File: src/rtl/sd_cmd_engine.sv
module sd_cmd_engine #(
  parameter int RESP_TIMEOUT = 64
) (
  input  logic        clk,
  input  logic        rst_n,
  input  logic        bit_tick,
  input  logic        issue,
  input  logic [5:0]  cmd_index,
  input  logic [31:0] cmd_arg,
  input  logic [1:0]  resp_kind,
  input  logic        wait_busy,
  input  logic        cmd_in,
  input  logic        dat0_in,
  input  logic [4:0]  clear,
  input  logic [6:0]  irq_en,
  output logic        cmd_out,
  output logic        cmd_oe,
  output logic [31:0] resp0,
  output logic [31:0] resp1,
  output logic [31:0] resp2,
  output logic [31:0] resp3,
  output logic [6:0]  status,
  output logic        irq
);
  localparam int FRAME_LEN = 48;
  localparam int LONG_LEN  = 136;
  localparam int CRC_SPAN  = 40;
  localparam int CW = $clog2((RESP_TIMEOUT > LONG_LEN) ? RESP_TIMEOUT : LONG_LEN) + 1;

  typedef enum logic [2:0] {S_IDLE, S_TX, S_WAIT, S_RX, S_BUSY} st_t;

  st_t          st;
  logic [47:0]  tx_sh;
  logic [CW-1:0] cnt;
  logic [1:0]   kind_q;
  logic         wb_q;
  logic [6:0]   crc_q;
  logic [127:0] rx_sh;
  logic [4:0]   flg;

  function automatic logic [6:0] crc7_step(input logic [6:0] c, input logic b);
    logic fb;
    fb = b ^ c[6];
    return {c[5:0], 1'b0} ^ (fb ? 7'h09 : 7'h00);
  endfunction

  function automatic logic [6:0] crc7_of(input logic [39:0] v);
    logic [6:0] c;
    c = '0;
    for (int i = 39; i >= 0; i--) c = crc7_step(c, v[i]);
    return c;
  endfunction

  logic [39:0]  hdr;
  logic [127:0] rx_nxt;
  logic         last_tx, last_rx, fin, crc_bad;
  logic         s_crc, s_to, s_done, s_sent, s_bend;

  assign hdr     = {2'b01, cmd_index, cmd_arg};
  assign rx_nxt  = {rx_sh[126:0], cmd_in};
  assign last_tx = cnt == CW'(FRAME_LEN - 1);
  assign last_rx = cnt == ((kind_q == 2'b11) ? CW'(LONG_LEN - 1) : CW'(FRAME_LEN - 1));
  assign fin     = st == S_RX && bit_tick && last_rx;
  assign crc_bad = kind_q == 2'b01 && rx_nxt[7:1] != crc_q;

  assign s_sent = st == S_TX && bit_tick && last_tx && kind_q == 2'b00;
  assign s_to   = st == S_WAIT && bit_tick && cmd_in && cnt == CW'(RESP_TIMEOUT - 1);
  assign s_crc  = fin && crc_bad;
  assign s_done = fin && !crc_bad;
  assign s_bend = st == S_BUSY && bit_tick && dat0_in;

  assign cmd_oe  = st == S_TX;
  assign cmd_out = (st == S_TX) ? tx_sh[47] : 1'b1;
  assign status  = {st == S_TX || st == S_WAIT || st == S_RX, st == S_BUSY, flg};
  assign irq     = |(status & irq_en);

  always_ff @(posedge clk or negedge rst_n) begin
    if (!rst_n) begin
      st     <= S_IDLE;
      tx_sh  <= '0;
      cnt    <= '0;
      kind_q <= '0;
      wb_q   <= 1'b0;
      crc_q  <= '0;
      rx_sh  <= '0;
    end else begin
      case (st)
        S_IDLE: if (issue) begin
          tx_sh  <= {hdr, crc7_of(hdr), 1'b1};
          cnt    <= '0;
          kind_q <= resp_kind;
          wb_q   <= wait_busy;
          st     <= S_TX;
        end
        S_TX: if (bit_tick) begin
          tx_sh <= {tx_sh[46:0], 1'b1};
          if (last_tx) begin
            cnt <= '0;
            st  <= (kind_q == 2'b00) ? S_IDLE : S_WAIT;
          end else cnt <= cnt + 1'b1;
        end
        S_WAIT: if (bit_tick) begin
          if (!cmd_in) begin
            cnt   <= CW'(1);
            crc_q <= '0;
            st    <= S_RX;
          end else if (cnt == CW'(RESP_TIMEOUT - 1)) st <= S_IDLE;
          else cnt <= cnt + 1'b1;
        end
        S_RX: if (bit_tick) begin
          rx_sh <= rx_nxt;
          if (cnt < CW'(CRC_SPAN)) crc_q <= crc7_step(crc_q, cmd_in);
          if (last_rx) st <= (!crc_bad && wb_q) ? S_BUSY : S_IDLE;
          else cnt <= cnt + 1'b1;
        end
        S_BUSY: if (bit_tick && dat0_in) st <= S_IDLE;
        default: st <= S_IDLE;
      endcase
    end
  end

  always_ff @(posedge clk or negedge rst_n) begin
    if (!rst_n) begin
      resp0 <= '0;
      resp1 <= '0;
      resp2 <= '0;
      resp3 <= '0;
    end else if (fin) begin
      if (kind_q == 2'b11) begin
        resp0 <= rx_nxt[127:96];
        resp1 <= rx_nxt[95:64];
        resp2 <= rx_nxt[63:32];
        resp3 <= rx_nxt[31:0];
      end else resp0 <= rx_nxt[39:8];
    end
  end

  always_ff @(posedge clk or negedge rst_n) begin
    if (!rst_n) flg <= '0;
    else flg <= (flg & ~clear) | {s_bend, s_sent, s_done, s_to, s_crc};
  end
endmodule

File: config.mk
export PLATFORM = sky130hd
export DESIGN_NAME = sd_cmd_engine
export DESIGN_NICKNAME = d
export VERILOG_FILES = /design/src/rtl/sd_cmd_engine.sv
export SDC_FILE = /design/constraint.sdc
export NUM_CORES = 1
export LEC_CHECK = 0
export ABC_AREA = 1
export BUFFER_PORTS_ARGS = -buffer_cell sky130_fd_sc_hd__clkbuf_2
export CAP_MARGIN = 25
export CORE_MARGIN = 4
export CORE_UTILIZATION = 55
export CTS_CLUSTER_SIZE = 20
export DETAILED_ROUTE_END_ITERATION = 12
export PLACE_DENSITY = 0.75
export SETUP_SLACK_MARGIN = 0.5
export SYNTH_ARGS = -nofsm -noshare
export SYNTH_HDL_FRONTEND = slang
export SYNTH_SLANG_ARGS = --single-unit
File: constraint.sdc
create_clock -name clk -period 2.2 [get_ports clk]
set_clock_uncertainty 0.05 [all_clocks]
set_input_delay 0.33 -clock clk [delete_from_list [all_inputs] [get_ports clk]]
set_output_delay 0.33 -clock clk [all_outputs]
set_load 0.01 [all_outputs]
== Word level (Yosys, flattened, before mapping) ==
Index checks and enable logic that the tools add are counted.
Widths: inputs -> output; s select.

* Bits in read-only memories: 0
* Bits in latches: 0
* Word-level logic and storage cells: 219
* RAM bits: 0
* Memories: 0
* Register bits: 330

* Magnitude comparators: 1
* Eq/ne operators: 22
* Bitwise gates (word level): 81
* Reduce and logical (&&, ||, !) cells: 31
* Div/mod/pow operators: 0
* Add/sub/neg operators: 1
* Shifts and indexed selects: 0
* Muxes and demuxes: 71
* $mul: 0

{| class="wikitable"
|+ Operators with widths
! cell !! count
|-
| $xor 7x4->7 || 37
|-
| $mux 4 || 39
|-
| $mux 48 || 2
|-
| $pmux 48 s2 || 1
|-
| $mux 9 || 8
|-
| $pmux 9 s4 || 1
|-
| $xor 1x1->1 || 36
|-
| $mux 32 || 1
|-
| $mux 3 || 10
|-
| $mux 7 || 4
|-
| $eq 9x6->1 const B || 2
|-
| $logic_and 1x1->1 || 15
|-
| $pmux 3 s5 || 1
|-
| $ne 2x2->1 const B || 7
|-
| $pmux 7 s2 || 1
|-
| $add 9x1->9 const B || 1
|-
| $eq 9x8->1 || 1
|-
| $lt 9x6->1 const B || 1
|-
| $mux 8 || 1
|-
| $reduce_and 8->1 || 1
|-
| $and 7x7->7 || 1
|-
| $ne 7x7->1 || 1
|-
| $reduce_and 7->1 || 1
|-
| $reduce_or 7->1 || 1
|-
| 25 further kinds || 33
|}

== Longest topological paths before layout ==
Gate-level depths: netlist of run 1.

* Depth in word-level cells: 111
* Mapped depth: 28

== Worst setup path before layout of run 1 ==
OpenSTA, ideal clock, no wires.

* Path kind: input to register
* From: input port cmd_index[3]
* To: register tx_sh[6]
* Required time: 2034 ps
* Arrival time: 2058 ps
* Stages: 24
* Slack: -24 ps
* Cell sequence: buf_6 > inv_2 > nand2_1 > nand2_2 > nand2_1 > nand2_1 > nand2_1 > nand2_1 > inv_1 > nand2_1 > nand2_1 > nand2_1 > nand2_1 > nand3_1 > nand2_2 > or2_1 > nand4_1 > nand2_2 > nand2_1 > nand2_1 > nand2_1 > nand3_1 > nand2_1 > nand2_1

* Word-level cells in the longest chain between the ends: 52

{| class="wikitable"
|+ Ends and longest elaborated chain
! element !! line !! source
|-
| start: declaration || 8 || <nowiki>input logic [5:0] cmd_index,</nowiki>
|-
| $xor 1x1->1 (*) || 43 || <nowiki>fb = b ^ c[6];</nowiki>
|-
| $mux 4 (*) || 44 || <nowiki>return {c[5:0], 1'b0} ^ (fb ? 7'h09 : 7'h00);</nowiki>
|-
| $xor 7x4->7 (*) (4 in a row) || 44 ||
|-
| $xor 1x1->1 or $xor 7x4->7 (tied branches) || 43, 44 ||
|-
| $mux 4 or $xor 7x4->7 (tied branches) || 44 ||
|-
| $xor 7x4->7 (*) (4 in a row) || 44 ||
|-
| $xor 1x1->1 or $xor 7x4->7 (tied branches) || 43, 44 ||
|-
| $mux 4 or $xor 7x4->7 (tied branches) || 44 ||
|-
| (+19 left out) || - ||
|-
| $xor 1x1->1 or $xor 7x4->7 (tied branches) || 43, 44 ||
|-
| $mux 4 or $xor 7x4->7 (tied branches) || 44 ||
|-
| $xor 7x4->7 (*) (7 in a row) || 44 ||
|-
| $xor 1x1->1 or $xor 7x4->7 (tied branches) || 43, 44 ||
|-
| $mux 4 or $xor 7x4->7 (tied branches) || 44 ||
|-
| $xor 7x4->7 (*) (6 in a row) || 44 ||
|-
| $mux 48 (*) || 88 || <nowiki>S_IDLE: if (issue) begin</nowiki>
|-
| $pmux 48 s2 (*) || 87 || <nowiki>case (st)</nowiki>
|-
| end signal: assignment || 89 || <nowiki>tx_sh <= {hdr, crc7_of(hdr), 1'b1};</nowiki>
|-
| end signal: assignment || 96 || <nowiki>tx_sh <= {tx_sh[46:0], 1'b1};</nowiki>
|-
| end: declaration || 33 || <nowiki>logic [47:0] tx_sh;</nowiki>
|}

Every way passes the cells marked *; elsewhere a longest branch is shown, timed or not. The select of a mux whose other input is x is not followed.
A chain may end at the register's enable or synchronous reset.

== Worst setup path after layout of run 1 ==
* From: register kind_q[1]
* To: register resp3[31]

* Word-level cells in the longest chain between the ends: 5

{| class="wikitable"
|+ Ends and longest elaborated chain
! element !! line !! source
|-
| start: declaration || 35 || <nowiki>logic [1:0] kind_q;</nowiki>
|-
| start signal: assignment || 91 || <nowiki>kind_q <= resp_kind;</nowiki>
|-
| $eq 2x2->1 (*) || 62, 129 ||
|-
| $mux 8 || 62 || <nowiki>assign last_rx = cnt == ((kind_q == 2'b11) ? CW'(LONG_LEN - 1) : CW'(FRAME_LEN - 1));</nowiki>
|-
| $eq 9x8->1 || 62 ||
|-
| $logic_and 1x1->1 || 63 || <nowiki>assign fin = st == S_RX && bit_tick && last_rx;</nowiki>
|-
| $reduce_and 2->1 (no line) (*) || - ||
|-
| end signal: assignment || 133 || <nowiki>resp3 <= rx_nxt[31:0];</nowiki>
|-
| end: declaration || 21 || <nowiki>output logic [31:0] resp3,</nowiki>
|}

Every way passes the cells marked *; elsewhere a longest branch is shown, timed or not.

==> summary.md, run 1 <==
| Metric | Value |
|---|---|
| Status | finished with violations |
| Failing checks | setup timing |
| CP Launch Type | register |
| Largest net degree at the start of global routing | 98 |
| H-tree Lvls | 2 |
| Routed length per instance | 20.0 µm |
| Residual DRC count | 0 |
| Crit path kind | reg2reg |
| Sink Count | 330 |
| Crit-path max cell delay | 400 ps |
| Combinational Power Share | 0.351 |
| Sequential power share | 0.347 |
| #FFs+latches synth | 330 |
| Layout area overhead | 44.1% |
| CP max stage cell | dfrtp_1 |
| I/O Pins | 197 |
| Crit path DAT | 2550 ps |
| Sequential area share after synthesis | 0.562 |
| VDD IR max | 0.631 mV |
| HPWL after DPL | 23000 µm |
| Total power | 20.9 mW |
| Fin. Hold Viols | 0 |
| DIE WIDTH | 171 µm |
| Final #Nets | 2106 |
| Finished Cell Area | 0.0212 mm² |
| Crit-path cells | nand2_2 -> clkinv_4 -> a31oi_1 -> nor3_4 -> nand2_2 -> nor2_4 -> buf_12 -> buf_12 -> nand2_8 -> clkbuf_16 -> nand2_2 -> o21ai_1 |
| Slew margin rel. | 0.606 |
| Post-Place Cells | 2235 |
| Library cells used by synthesis | 38 |
| Pleak | 10.3 nW |
| Post-synth top area cell | dfrtp_1 |
| CTS tree | yes |
| Worst-margin pin slew | 592 ps |
| Share of cells above drive strength 1 | 0.404 |
| Pwr Density | 986 mW/mm² |
| Mapped Avg Cell Area | 8.45 µm² |
| Number of max-cap violations | 0 |
| Final core utilization | 0.808 |
| Vias | 14100 |
| Vias in the first global route | 12300 |
| Req. time, crit path | 2540 ps |
| Post-Syn Area | 0.0147 mm² |
| Initial detailed-routing violation count | 1410 |
| Ys Warns | 0 |
| GR Overflow Total | 0 |
| IO Port Bufs | 196 |
| Tmin final | 2210 ps |
| Hold Path Class | in2reg |
| Number of buffers created by CTS | 35 |
| Number of routed nets with antenna violations | 0 |
| RD Place Congestion | 0.871 |
| Switch share | 0.355 |
| Commonest non-fill, non-tap cell in the layout | nand2_1 |
| Number of synthesized flops with an enable pin | 0 |
| Hold Worst Slack | 31.1 ps |
| Top FF cell, synth | dfrtp_1 |
| Most common cell on crit path | nand2_2 |
| P_int | 13.5 mW |
| Setup crit end kind | register |
| GRT Overall Usage | 0.246 |
| Top Family by Delay on Critical Path | simple AND/OR/NAND/NOR gates |
| Row Count | 59 |
| CTS Root Cell | clkbuf_16 |
| Core area | 0.0262 mm² |
| Antenna Cells | 0 |
| RSZ-0062 raised after global routing | true |
| Pre-antenna DRT Iters | 6 |
| # fillers | 1498 |
| Post-DP Area | 0.0164 mm² |
| Die area | 0.0294 mm² |
| Clk_lat worst skew | 520 ps |
| Max Slew Vio Count | 0 |
| Post-route insts no fill | 2405 |
| Syn_nets | 1800 |
| CP Max Fanout | 7 |
| Routed WL | 48200 µm |
| Asr flop ratio synth | 1.00 |
| Final setup fails | 2 |
| Final worst slack | -11.6 ps |
| Commonest non-fill, non-tap cells in the layout | nand2_1 (357), dfrtp_1 (329), clkbuf_2 (182) |
| Initial antenna violation count | 0 |
| Clock power share | 0.302 |
| Synth area leaders | dfrtp_1 (56%), nand2_1 (13%), o21ai_0 (9.7%) |
| Net load switching power | 7.42 mW |
| Crit share post-route | 1.01 |
| Clk slew on worst S/H paths | 60 ps |
| Synthesized instance count | 1740 |
| Initial Utilization | 0.561 |
| Vias per inst | 5.85 |
| Buf+Inv Stages, Crit Path | 4 |
| Clk buf depth | 3 |
| Synth top area share | 0.562 |
| First-pass GRT wire length | 59700 µm |
| Die Ht | 171 µm |
| Max frequency | 0.452 GHz |
-- worst paths after layout --
check	start	endpoint	slack (ps)	cells past startpoint
worst max-delay path	kind_q[1]$_DFFE_PN0P_	resp3[31]$_DFFE_PN0P_	-10	12
worst min-delay path	wait_busy	wb_q$_DFFE_PN0P_	30	2
worst max register to register	kind_q[1]$_DFFE_PN0P_	resp3[31]$_DFFE_PN0P_	-10	12
worst min register to register	tx_sh[0]$_DFFE_PN0P_	tx_sh[0]$_DFFE_PN0P_	420	1
max in group asynchronous	rst_n	st[2]$_DFFE_PN0P_	1020	3
min in group asynchronous	rst_n	resp0[14]$_DFFE_PN0P_	300	2
-- per-layer routing --
metal | up-vias | part of all wire | GRT usage
met5 | - | 0 | 0
met4 | 0 | 0.041 | 0.0689
met3 | 190 | 0.078 | 0.0388
met2 | 733 | 0.50 | 0.414
met1 | 6920 | 0.38 | 0.333
li1 | 6237 | - | -
-- cell families (layout without fill, tap and decap cells) --
family / after synthesis / in the layout / synth area share
and+or+nand+nor: 715 / 720 / 0.202
muxes: 31 / 31 / 0.0237
DFF: 330 / 330 / 0.562
buffers and inverters: 287 / 612 / 0.0739
AOI/OAI and AO/OA: 368 / 368 / 0.133
adders and majority gates: 1 / 1 / 0.000851
xor gates and xnor gates: 8 / 8 / 0.00477
-- cell type report --
type                    instances  area [µm²]  area share
clock buffers                  49        1050      0.0496
clock inverters                12         181     0.00857
flip-flops and latches        330        8260       0.390
repair inverters                2        16.3    0.000768
well taps                     335         419      0.0198
inverters                     206         821      0.0388
repair buffers                343        3330       0.157
multi-input cells            1128        7110       0.336
-- power groups by stage --
stage | clock network, mW | registers [mW] | logic (mW)
2_1_floorplan | 0 | 7.16 | 3.57
3_3_place_gp | 0 | 7.23 | 4.71
3_5_place_dp | 0 | 7.25 | 4.83
4_1_cts | 6.29 | 7.16 | 5.34
5_1_grt | 6.64 | 7.31 | 7.98
6_report | 6.30 | 7.25 | 7.34
-- cells in the mapped netlist, types with 2 or more instances --
| library cell | number |
|---|---|
| nor4_1 | 2 |
| nand2_2 | 33 |
| nor2_1 | 65 |
| or2_1 | 2 |
| nor2_2 | 4 |
| nand4_1 | 3 |
| clkbuf_1 | 79 |
| o21ai_0 | 285 |
| inv_1 | 196 |
| nand2_1 | 521 |
| nand3b_1 | 8 |
| nand2_4 | 3 |
| o21ai_1 | 4 |
| o31ai_1 | 4 |
| nand3_2 | 5 |
| inv_2 | 8 |
| clkinv_1 | 2 |
| mux2_2 | 31 |
| o22ai_1 | 10 |
| a21oi_1 | 18 |
| xor2_1 | 5 |
| a31oi_1 | 24 |
| dfrtp_1 | 330 |
| o211ai_1 | 16 |
| nor3_1 | 4 |
| nand3_1 | 64 |
| xnor2_1 | 3 |
-- state kept, by name, indices dropped and copies added (netlist names), 7 cells and up --
signal / cells
tx_sh: 48
cnt: 9
resp1: 32
resp0: 32
rx_sh: 127
resp3: 32
resp2: 32
crc_q: 7
-- per-stage QoR --
step	TNS, ps	setup slack, ps
2_1_floorplan	-36.7	-19.9
3_3_place_gp	-2320	-359
3_5_place_dp	-3400	-430
4_1_cts	0	213
5_1_grt	-1290	-77.3
6_report	-19.2	-11.6
-- repair_timing --
action                                  4_1_cts  5_1_grt
endpoints found under the setup margin      251      328
endpoints found under the hold margin        53        0
pin swaps                                    34       91
resized for setup                            89      473
gates cloned                                 10       42
hold buffers                                  6        0
buffers inserted                             14       37
(Power assumes the default switching activity.)
==> inputs of run 2 (changes only) <==
--- a/config.mk
+++ b/config.mk
@@ -12,8 +12,9 @@
 export CORE_UTILIZATION = 55
 export CTS_CLUSTER_SIZE = 20
 export DETAILED_ROUTE_END_ITERATION = 12
-export PLACE_DENSITY = 0.75
+export PLACE_DENSITY = 0.77
 export SETUP_SLACK_MARGIN = 0.5
+export SLEW_MARGIN = 10
 export SYNTH_ARGS = -nofsm -noshare
 export SYNTH_HDL_FRONTEND = slang
 export SYNTH_SLANG_ARGS = --single-unit
==> summary.md, run 2 (synthesis gave the netlist of run 1 again) <==
| Metric | Value |
|---|---|
| Clk_lat worst skew | 520 ps |
| Vias per inst | 6.07 |
| Number of max-cap violations | 0 |
| Final #Nets | 2125 |
| IO Port Bufs | 196 |
| Pre-CTS setup slack | -431 ps |
| Max Slew Vio Count | 0 |
| Commonest non-fill, non-tap cell in the layout | nand2_1 |
| Clock power share | 0.294 |
| Setup crit end kind | register |
| Fin. Hold Viols | 0 |
| Top reg by flops | rx_sh |
| Share of cells above drive strength 1 | 0.411 |
| Vias | 14700 |
| Worst r2r src | cnt[4]$_DFFE_PN0P_ |
| Layout area overhead | 46.1% |
| Row Count | 59 |
| Largest net degree at the start of global routing | 84 |
| Req. time, crit path | 2560 ps |
| WHS Path Cells | 2 |
| Area occupied by multi-input gates | 0.00715 mm² |
| I/O Pins | 197 |
| Initial antenna violation count | 1 |
| Net load switching power | 7.56 mW |
| Slew margin rel. | 0.591 |
| Routed WL | 54100 µm |
| Worst r2r dst | resp1[2]$_DFFE_PN0P_ |
| R2R Setup Slk | 110 ps |
| Storage cell area | 0.00826 mm² |
| Vias in the first global route | 13100 |
| Number of buffers created by CTS | 36 |
| Fin Setup TNS | 0 ps |
| Clk buf depth | 3 |
| Switch share | 0.364 |
| Worst Reg2Reg Path Length in Cells | 11 |
| Residual DRC count | 0 |
| Pre-antenna DRT Iters | 6 |
| Crit path to | tx_sh[4]$_DFFE_PN0P_ |
| CP Max Fanout | 4 |
| Clk slew on worst S/H paths | 60 ps |
| Die area | 0.0294 mm² |
| VDD IR max | 0.814 mV |
| # fillers | 1352 |
| Pleak | 10.4 nW |
| Hold Path Origin | resp_kind[1] |
| HPWL after DPL | 22900 µm |
| Pwr Density | 967 mW/mm² |
| Core area | 0.0262 mm² |
| Final worst slack | 73.5 ps |
| Die Ht | 171 µm |
| GRT Overall Usage | 0.283 |
| Sink Count | 330 |
| H-tree Lvls | 2 |
| CTS Root Cell | clkbuf_16 |
| First-pass GRT wire length | 67200 µm |
| Number of routed nets with antenna violations | 0 |
| Worst-margin pin slew | 613 ps |
| Hold Path Class | in2reg |
| Initial detailed-routing violation count | 1609 |
| Sequential power share | 0.346 |
| Crit share post-route | 0.967 |
| Largest registers | rx_sh: 127 flops, tx_sh: 48 flops |
| Crit path kind | in2reg |
| P_int | 13.2 mW |
| CTS tree | yes |
| GR Overflow Total | 0 |
| DIE WIDTH | 171 µm |
| CP startpoint | cmd_arg[26] |
| Commonest non-fill, non-tap cells in the layout | nand2_1 (341), dfrtp_1 (328), clkbuf_2 (182) |
| RD Place Congestion | 0.902 |
| Total power | 20.8 mW |
| Tmin final | 2130 ps |
| Antenna Cells | 0 |
| RSZ-0062 raised after global routing | true |
| Initial Utilization | 0.561 |
| Final setup fails | 0 |
| Crit path DAT | 2480 ps |
| Max frequency | 0.470 GHz |
| CP Launch Type | input pin |
| Routed length per instance | 22.3 µm |
| Status | finished, final reports clean |
| Max reg flops | 127 |
| Combinational Power Share | 0.360 |
## run 2: cell count changes in the layout (fill, tap and decap cells not counted), moves of 5 or more
cell and change:
nand2_1 -16, buf_16 +14, buf_4 +14, nand2_2 +14, nor2_1 +13, nor2_2 -12, clkbuf_16 -8, o21ai_1 -8
o21ai_4 +7, clkbuf_8 -6, clkbuf_1 +5
## run 2: layer usage
metal / part of all wire / global-route usage
met5: 0.00063 / 0
met3: 0.10 / 0.0471
met1: 0.35 / 0.372
met4: 0.063 / 0.0865
met2: 0.49 / 0.485
## run 2: stage by stage
stage / utilization / instance area (µm²) / std cells / hold slack [ps]
final: 0.820 / 21500 / 2424 / 30.5
after detailed placement: 0.624 / 16400 / 2233 / 244
after floorplan: - / 15000 / 1740 / -15.6
after CTS: 0.727 / 19100 / 2361 / 5.40
after global placement: 0.624 / 16400 / 2233 / 251
after global routing: 0.820 / 21500 / 2424 / 22.5
## run 2: power groups by stage
stage                     combinational, mW  clock (mW)  sequential [mW]
after floorplan                        3.57           0             7.16
after global placement                 4.66           0             7.22
after detailed placement               4.77           0             7.25
after CTS                              6.01        6.04             7.16
after global routing                   8.09        6.38             7.26
final                                  7.48        6.10             7.20
## run 2: timing repair
| action | 4_1_cts | 5_1_grt |
|---|---|---|
| hold buffers | 6 | 0 |
| cloned | 28 | 36 |
| endpoints found under the setup margin | 320 | 329 |
| endpoints found under the hold margin | 47 | 0 |
| resized for setup | 144 | 435 |
| pin swaps | 20 | 96 |
| setup buffers | 32 | 27 |
## run 2: how the worst min path moves through the flow
stage | to | slack [ps]
after floorplan | cnt[0]$_DFFE_PN0P_ | -20
after global placement | resp0[13]$_DFFE_PN0P_ | 250
after detailed placement | resp0[13]$_DFFE_PN0P_ | 240
after CTS | wb_q$_DFFE_PN0P_ | 5
after global routing | kind_q[1]$_DFFE_PN0P_ | 20
final | kind_q[1]$_DFFE_PN0P_ | 30
## run 2: layout make-up
type                            instances  share of cell area
Multi-Input combinational cell       1127               0.333
Tap cell                              335              0.0195
Timing Repair Buffer                  361               0.170
Inverter                              206              0.0384
Timing Repair inverter                  3             0.00105
Clock buffer                           48              0.0459
Sequential cell                       330               0.384
Clock inverter                         14             0.00780
## run 2: critical path, stage by stage
cell      delay, ps
clkbuf_2        110
inv_1            60
nand2_1          70
nand2_1          80
nand2_2         100
inv_2            50
nor2_4          100
nand2_1          80
nand3_2          80
nand2_2          70
nand2_2          90
inv_1            50
nor2_2          120
nand2_2         110
nand3b_1        130
buf_4           130
nand3_4          90
nand2_4         130
nand2_2          70
nand2_2          80
nand2_1          60
nand3_1          80
nand3_1          70
nand2_1          70
nand2_1          40
==> inputs of run 3 (changes only) <==
--- a/config.mk
+++ b/config.mk
@@ -8,8 +8,10 @@
 export ABC_AREA = 1
 export BUFFER_PORTS_ARGS = -buffer_cell sky130_fd_sc_hd__clkbuf_2
 export CAP_MARGIN = 25
+export CORE_ASPECT_RATIO = 0.8
 export CORE_MARGIN = 4
 export CORE_UTILIZATION = 55
+export CTS_BUF_LIST = sky130_fd_sc_hd__clkbuf_4 sky130_fd_sc_hd__clkbuf_8
 export CTS_CLUSTER_SIZE = 20
 export DETAILED_ROUTE_END_ITERATION = 12
 export PLACE_DENSITY = 0.77
==> constraint.sdc (replaced) <==
create_clock -name clk -period 2.2 [get_ports clk]
set_clock_uncertainty 0.05 [all_clocks]
set_input_delay 0.33 -clock clk [delete_from_list [all_inputs] [get_ports clk]]
set_output_delay 0.33 -clock clk [all_outputs]
set_load 0.1 [all_outputs]
==> summary.md, run 3 (synthesis gave the netlist of run 1 again) <==
| Metric | Value |
|---|---|
| HPWL after DPL | 23800 µm |
| Crit path kind | reg2reg |
| Initial Utilization | 0.558 |
| Die area | 0.0294 mm² |
| GR Overflow Total | 0 |
| CTS tree | yes |
| Total power | 21.9 mW |
| Highest routed metal layer | met4 |
| WHS Endpoint | tx_sh[15]$_DFFE_PN0P_ |
| Antenna Cells | 0 |
| DIE WIDTH | 191 µm |
| First-pass GRT wire length | 69800 µm |
| Max frequency | 0.435 GHz |
| Pwr Density | 973 mW/mm² |
| IO Port Bufs | 196 |
| Initial antenna violation count | 0 |
| CTS Root Cell | clkbuf_8 |
| Worst r2r src | st[1]$_DFFE_PN0P_ |
| Initial detailed-routing violation count | 1692 |
| Met2 wire len | 27500 µm |
| Pleak | 10.8 nW |
| Number of max-cap violations | 0 |
| I/O Pins | 197 |
| Routed length per instance | 22.7 µm |
| H-tree Lvls | 2 |
| Residual DRC count | 0 |
| Clk buf depth | 3 |
| Post-DP Area | 0.0165 mm² |
| Tmin final | 2300 ps |
| Number of buffers created by CTS | 50 |
| Final setup fails | 49 |
| Routed met3 length | 5050 µm |
| Req. time, crit path | 2600 ps |
| Worst Reg2Reg Path Length in Cells | 15 |
| Final #Nets | 2156 |
| Largest net degree at the start of global routing | 116 |
| Number of routed nets with antenna violations | 0 |
| R2R Setup Slk | -100 ps |
| Post-Place Cells | 2260 |
| Clk_lat worst skew | 610 ps |
| Final core utilization | 0.854 |
| Routed WL | 56500 µm |
| RSZ-0062 raised after global routing | true |
| Status | finished with violations |
| Vias per inst | 6.04 |
| Post-route insts no fill | 2490 |
| Commonest non-fill, non-tap cell in the layout | dfrtp_1 |
| Largest registers | rx_sh: 127 flops, tx_sh: 48 flops |
| Layout area overhead | 52.9% |
| Commonest non-fill, non-tap cells in the layout | dfrtp_1 (324), nand2_1 (285), clkbuf_2 (176) |
| Core area | 0.0263 mm² |
| Final worst slack | -97.0 ps |
| Failing checks | setup timing |
| Max reg flops | 127 |
| Clk slew on worst S/H paths | 80 ps |
| Row Count | 53 |
| RD Place Congestion | 0.880 |
| Slew margin rel. | 0.576 |
| GRT Overall Usage | 0.291 |
| Crit share post-route | 1.04 |
| Max Slew Vio Count | 0 |
| Vias in the first global route | 13600 |
| CP Launch Type | register |
| Pre-antenna DRT Iters | 7 |
| Die Ht | 154 µm |
| Met1 WL | 20500 µm |
| Fin. Hold Viols | 0 |
| Top reg by flops | rx_sh |
| Hold Path Origin | cmd_arg[7] |
| CP Max Fanout | 5 |
| Hold Path Class | in2reg |
| Share of cells above drive strength 1 | 0.467 |
| Vias | 15000 |
| Worst r2r dst | cnt[4]$_DFFE_PN0P_ |
| WHS Path Cells | 3 |
| Fin Setup TNS | -1390 ps |
| Setup crit end kind | register |
| Worst-margin pin slew | 637 ps |
| Finished Cell Area | 0.0225 mm² |
| VDD IR max | 1.29 mV |
| Crit path DAT | 2700 ps |
| Sink Count | 330 |
-- run 3: power by group --
part           internal [mW]  total [mW]  switching, mW
sequential              6.77        7.27          0.501
clock                   3.09        5.66           2.57
combinational           3.36        8.94           5.58
-- run 3: area by class of cell --
| class | instances | area, µm² |
|---|---|---|
| clock buffer | 82 | 1030 |
| clock inverter | 7 | 86.3 |
| fill | 1211 | 3840 |
| inverter | 206 | 881 |
| multi-input combinational | 1125 | 7740 |
| sequential | 330 | 8270 |
| tap | 357 | 447 |
| timing repair buffer | 381 | 4010 |
| timing repair inverter | 2 | 28.8 |
-- run 3: repair_timing --
item,in CTS,in global routing
hold buffers,12,0
resized for setup,286,488
pin swaps,59,131
setup buffers,48,32
hold endpoints to repair,309,0
cloned,30,19
setup endpoints to repair,412,464
-- run 3: per-layer routing --
| layer | vias to the layer above | GRT usage |
|---|---|---|
| met5 | - | 0 |
| met4 | 0 | 0.114 |
| met3 | 321 | 0.0532 |
| met2 | 1055 | 0.477 |
| met1 | 7309 | 0.391 |
| li1 | 6348 | - |
-- run 3: through the flow --
| stage | hold slack [ps] | worst slack (ps) |
|---|---|---|
| final | 22.8 | -97.0 |
| after global routing | 31.6 | -203 |
| after CTS | 0.864 | 45.5 |
| after detailed placement | 142 | -405 |
| after global placement | 143 | -337 |
| after floorplan | -15.6 | -19.9 |
-- run 3: how the worst max path moves through the flow --
stage,to,startpoint,slack (ps),cells past startpoint
2_1_floorplan,tx_sh[6]$_DFFE_PN0P_,cmd_index[3],-20,22
3_3_place_gp,tx_sh[1]$_DFFE_PN0P_,cmd_index[4],-340,23
3_5_place_dp,tx_sh[5]$_DFFE_PN0P_,cmd_index[4],-400,25
4_1_cts,cmd_oe,st[2]$_DFFE_PN0P_,50,5
5_1_grt,cnt[4]$_DFFE_PN0P_,st[1]$_DFFE_PN0P_,-200,15
6_report,cnt[4]$_DFFE_PN0P_,st[1]$_DFFE_PN0P_,-100,15
-- run 3: worst max-delay path, cell delays in order (launching register included) --
cell,delay [ps]
dfrtp_1,450
inv_2,80
nor2_4,110
buf_4,120
buf_6,90
inv_4,40
nor2_2,100
inv_2,60
nor2_4,100
inv_2,50
nor2_4,90
a21oi_2,50
nand2_4,160
buf_6,140
o22ai_1,80
a21oi_1,350
